===== src/rtl/pwm_fifo_router.sv =====
module pwm_fifo_router #(
  parameter int DW    = 16,
  parameter int DEPTH = 16
) (
  input  logic                 clk,
  input  logic                 rst,
  input  logic                 reg_we,
  input  logic                 reg_sel,
  input  logic [7:0]           reg_wdata,
  input  logic                 l_push,
  input  logic [DW-1:0]        l_data,
  input  logic                 r_push,
  input  logic [DW-1:0]        r_data,
  input  logic                 tick,
  output logic signed [DW-1:0] left_out,
  output logic                 left_valid,
  output logic signed [DW-1:0] right_out,
  output logic                 right_valid,
  output logic                 route_err
);
  localparam int AW = $clog2(DEPTH);
  localparam int IW = AW + 1;

  logic [3:0]    route;
  logic [IW-1:0] fsize, lim;
  logic [IW-1:0] lwr, lrd, rwr, rrd;
  logic [DW-1:0] lmem [DEPTH];
  logic [DW-1:0] rmem [DEPTH];

  wire [1:0] lm = route[1:0];
  wire [1:0] rm = route[3:2];

  assign lim = (fsize > IW'(DEPTH)) ? IW'(DEPTH) : fsize;

  wire lpop = tick && (lrd < lim) && (lm != 2'd3);
  wire rpop = tick && (rrd < lim) && (rm != 2'd3);
  wire lwok = l_push && !lpop && (lwr < lim);
  wire rwok = r_push && !rpop && (rwr < lim);

  wire l_to_l = lpop && (lm == 2'd1);
  wire l_to_r = lpop && (lm == 2'd2);
  wire r_to_r = rpop && (rm == 2'd1) && !l_to_r;
  wire r_to_l = rpop && (rm == 2'd2) && !l_to_l;

  wire [DW-1:0] lhead = lmem[lrd[AW-1:0]];
  wire [DW-1:0] rhead = rmem[rrd[AW-1:0]];

  always_ff @(posedge clk) begin
    if (lwok) lmem[lwr[AW-1:0]] <= l_data;
    if (rwok) rmem[rwr[AW-1:0]] <= r_data;
  end

  always_ff @(posedge clk) begin
    if (rst) begin
      route       <= '0;
      fsize       <= '0;
      lwr         <= '0;
      lrd         <= '0;
      rwr         <= '0;
      rrd         <= '0;
      left_out    <= '0;
      right_out   <= '0;
      left_valid  <= 1'b0;
      right_valid <= 1'b0;
      route_err   <= 1'b0;
    end else begin
      if (reg_we && !reg_sel) route <= reg_wdata[3:0];
      if (reg_we &&  reg_sel) fsize <= reg_wdata[IW-1:0];

      if (tick && (lm == 2'd3 || rm == 2'd3)) route_err <= 1'b1;

      left_valid  <= l_to_l || r_to_l;
      right_valid <= l_to_r || r_to_r;
      if (l_to_l)      left_out <= lhead;
      else if (r_to_l) left_out <= rhead;
      if (l_to_r)      right_out <= lhead;
      else if (r_to_r) right_out <= rhead;

      if (lpop) begin
        lrd <= lrd + 1'b1;
        lwr <= '0;
      end else if (lwok) begin
        lwr <= lwr + 1'b1;
        lrd <= '0;
      end

      if (rpop) begin
        rrd <= rrd + 1'b1;
        rwr <= '0;
      end else if (rwok) begin
        rwr <= rwr + 1'b1;
        rrd <= '0;
      end
    end
  end

  p_valid_needs_tick_r3: assert property (@(posedge clk) disable iff (rst)
    (left_valid || right_valid) |-> $past(tick));

  p_err_sticky_r8: assert property (@(posedge clk) disable iff (rst)
    route_err |=> route_err);

  p_undef_freeze_r8: assert property (@(posedge clk) disable iff (rst)
    (tick && lm == 2'd3 && !l_push) |=> ($stable(lrd) && $stable(lwr)));

  p_pop_clears_wr_r7: assert property (@(posedge clk) disable iff (rst)
    (tick && lrd < lim && lm != 2'd3) |=> (lwr == '0));

  p_muted_silent_r6: assert property (@(posedge clk) disable iff (rst)
    (tick && lm == 2'd0 && rm == 2'd0) |=> (!left_valid && !right_valid));

  p_wr_bound_r2: assert property (@(posedge clk) disable iff (rst)
    (lwr <= IW'(DEPTH)) && (rwr <= IW'(DEPTH)));

  p_left_wins_r9: assert property (@(posedge clk) disable iff (rst)
    (tick && lm == 2'd1 && rm == 2'd2 && lrd < lim) |=> (left_out == $past(lhead)));
endmodule


===== config.mk =====
export PLATFORM = sky130hd
export DESIGN_NAME = pwm_fifo_router
export DESIGN_NICKNAME = d
export VERILOG_FILES = /design/src/rtl/pwm_fifo_router.sv
export SDC_FILE = /design/constraint.sdc
export NUM_CORES = 1
export LEC_CHECK = 0
export BUFFER_PORTS_ARGS = -buffer_cell sky130_fd_sc_hd__buf_2
export CORE_ASPECT_RATIO = 1.4
export CORE_MARGIN = 1
export CORE_UTILIZATION = 65
export DETAILED_ROUTE_END_ITERATION = 10
export GPL_ROUTABILITY_DRIVEN = 0
export PLACE_DENSITY_LB_ADDON = 0.05
export SLEW_MARGIN = 30
export SYNTH_ARGS = -nofsm -noshare
export SYNTH_HDL_FRONTEND = slang
export SYNTH_SLANG_ARGS = --single-unit

===== constraint.sdc =====
create_clock -name clk -period 8 [get_ports clk]
set_clock_uncertainty 0.15 [all_clocks]
set_input_delay 2.4 -clock clk [delete_from_list [all_inputs] [get_ports clk]]
set_output_delay 2.4 -clock clk [all_outputs]
set_load 0.05 [all_outputs]

==> results.json <==
{
  "status": "completed",
  "switching_share": 0.213,
  "core_mm2": 0.0351,
  "layout.nets": 1458,
  "num-fill-cells": 2214,
  "path_class": "input pin to flop",
  "power.density_mw_per_mm2": 235,
  "final.setup.tns_ns": 0,
  "cts_buffer_depth": 3,
  "ff2ff_setup_slack_ns": 4.30,
  "leakage_nw": 8.06,
  "finalCritPeriodShare": 0.552,
  "hold_class": "flop to flop",
  "yosysSeqAreaShare": 0.726,
  "finalCoreUtilization": 0.732,
  "whs_endpoint": "fsize[1]$_SDFFE_PP0P_",
  "wl_um": 49800,
  "first_pass_iters": 5,
  "ys_warn_count": 0,
  "total_power_w": 0.00603,
  "cts_tree": "yes",
  "grt_pass1_vias": 12571,
  "die_width_um": 162,
  "maxSlewHeadroom": 0.388,
  "vias_per_cell": 6.51,
  "port_buffers": 78,
  "dp_hpwl_um": 30600,
  "hold_ws_ns": 0.306,
  "root_buffer": "clkbuf_16",
  "internal-power_w": 0.00474,
  "start_util": 0.661,
  "synth-seq-cells": 584,
  "syn_nets": 1380,
  "synth_edf_count": 512,
  "vias": 12248,
  "hold_viol": 0,
  "required_ns": 8.13,
  "endpoint_kind": "flop",
  "track_usage": 0.282,
  "cts_sinks": 584,
  "dieHeight_um": 225,
  "post-synth-top-area-fraction": 0.664,
  "drtIter0Drc": 1020,
  "synthToLayoutAreaGrowth_pct": 10.8,
  "grt_max_degree": 65,
  "synthCells": 1307,
  "pwr-share-clk": 0.388,
  "ys_types": 52,
  "grt-ovfl-total": 0,
  "avgSynthCellArea_um2": 17.7,
  "cts-htree-levels": 2,
  "cts_setup_buffers": 0,
  "hp-start": "fsize[1]$_SDFFE_PP0P_",
  "drv_slew": 0,
  "rows": 81,
  "wl_per_cell_um": 26.5,
  "reg2reg_depth": 9,
  "ys.flop_type": "edfxtp_1",
  "post-place-ws_ns": 2.84,
  "max_cap_viol_count": 0,
  "pwr-share-seq": 0.560,
  "netlist_area_mm2": 0.0232,
  "post-route-drc-count": 0,
  "drive_gt1_frac": 0.218,
  "peakVddDrop_mv": 0.227,
  "max_slew.worst_pin.slew_ns": 0.918,
  "yosysMostFrequentCell": "edfxtp_1",
  "synth_top_area_cell": "edfxtp_1",
  "pwr-share-comb": 0.052,
  "cts-resized-gates": 0,
  "yosys-top-cells-area": "edfxtp_1, mux4_2, dfxtp_1",
  "finalSetupViolCount": 0,
  "ios": 82,
  "timing.rr.start": "fsize[4]$_SDFFE_PP0P_",
  "hold_path_depth": 2,
  "worstPathArrival_ns": 4.55,
  "synth_top_cells_by_count": "edfxtp_1, mux2i_1, mux4_2",
  "clk_latency_ns": 0.58,
  "dieArea_mm2": 0.0364,
  "max_freq_mhz": 226,
  "cts.clk_slew.worst_paths_ns": 0.06,
  "critPathMaxFanout": 12,
  "grt_antenna_before_repair": 0,
  "ctsHoldBuffers": 0,
  "post-route-min-period_ns": 4.42,
  "grt_pass1_wl_um": 74400,
  "numCtsBuffers": 51,
  "drtAntennaViolNets": 0,
  "crit_path_start_kind": "input pin",
  "ys_async_sr_fraction": 0,
  "final.setup.worst_slack_ns": 3.58,
  "r2r_end": "rmem[1][14]$_DFFE_PP_",
  "rsz0062_at_grt": "no",
  "p_sw_w": 0.00129
}
-- critical path: stages --
cell and delay (ns):
buf_2 0.09, nor4b_1 0.26, o21ai_0 0.18, and2_1 0.33
nor2_1 0.45, and3_1 0.60, buf_8 0.23
-- power by group through the flow --
stage | logic (W) | registers (W) | clock network (W)
6_report | 0.000316 | 0.00337 | 0.00234
5_1_grt | 0.000340 | 0.00338 | 0.00246
4_1_cts | 0.000317 | 0.00337 | 0.00236
3_5_place_dp | 0.000315 | 0.00344 | 0
3_3_place_gp | 0.000305 | 0.00344 | 0
2_1_floorplan | 0.000199 | 0.00344 | 0
-- flip-flops by register name (all words and copies together), names as in the netlist, named ones only --
| name | count |
|---|---|
| rrd | 5 |
| fsize | 5 |
| right_valid | 1 |
| rmem | 256 |
| lmem | 256 |
| lwr | 5 |
| route_err | 1 |
| right_out | 16 |
| left_out | 16 |
| lrd | 5 |
| left_valid | 1 |
| rwr | 5 |
| route | 4 |
-- worst max path at each step --
stage                      start                     to  slack [ns]  depth (start not counted)
after global placement    r_push  rmem[6][11]$_DFFE_PP_        2.92                          6
final                     r_push  rmem[1][14]$_DFFE_PP_        3.58                          7
after detailed placement  r_push  rmem[5][14]$_DFFE_PP_        2.84                          6
after global routing      r_push   rmem[1][6]$_DFFE_PP_        3.49                          7
after floorplan             tick   lmem[3][0]$_DFFE_PP_        3.07                          6
after CTS                 r_push   rmem[5][2]$_DFFE_PP_        3.43                          6
-- per-stage QoR --
stage / cell area (um^2) / std cells
final: 25700 / 1880
after global routing: 25700 / 1879
after CTS: 25700 / 1879
after detailed placement: 24100 / 1788
after global placement: 24000 / 1787
after floorplan: 23200 / 1307
-- cell type report --
class / count / area, um^2 / share of cell area
antenna: 1 / 2.50 / 0.0000975
tap: 456 / 571 / 0.0222
timing repair buffer: 103 / 589 / 0.0230
sequential: 584 / 16800 / 0.656
inverter: 8 / 30.0 / 0.00117
multi-input combinational: 637 / 6070 / 0.236
clock buffer: 60 / 1330 / 0.0519
clock inverter: 31 / 243 / 0.00946
-- metal layers --
layer  track usage  wire length (um)
met5             0                 0
met4         0.103              1600
met3        0.0396              2630
met2         0.521             27200
met1         0.334             18400
-- placed cells by master (no fill, tap or decap), types with 4 or more instances in the layout --
master	n
o21ai_0	8
nand2b_1	7
nand2_1	93
edfxtp_1	512
nor3_2	6
a21oi_1	81
clkbuf_16	52
inv_1	7
ha_1	26
o221ai_1	64
buf_4	23
nor2b_1	4
and3_1	6
clkinv_1	14
and3_2	7
clkbuf_1	8
a31oi_1	5
or3_1	5
clkinv_2	8
and2_2	4
mux4_2	96
nor2_4	6
nand3_1	25
buf_2	78
nor2_2	6
mux2i_1	118
nor2_1	16
nor3_1	4
and2_1	6
dfxtp_1	68
a311oi_1	5
-- logic make-up (layout without fill, tap and decap cells) --
group / after synthesis / count (layout) / synth area share
AND/OR/NAND/NOR: 215 / 215 / 0.0450
XOR/XNOR: 4 / 4 / 0.00151
AO/OA/AOI/OAI: 177 / 177 / 0.0524
buffers and inverters: 86 / 202 / 0.0165
other: 0 / 1 / 0
multiplexers: 215 / 215 / 0.145
flip-flops: 584 / 584 / 0.726
adder cells (fa/ha/maj): 26 / 26 / 0.0140
Power figures use the tool's default switching activity.
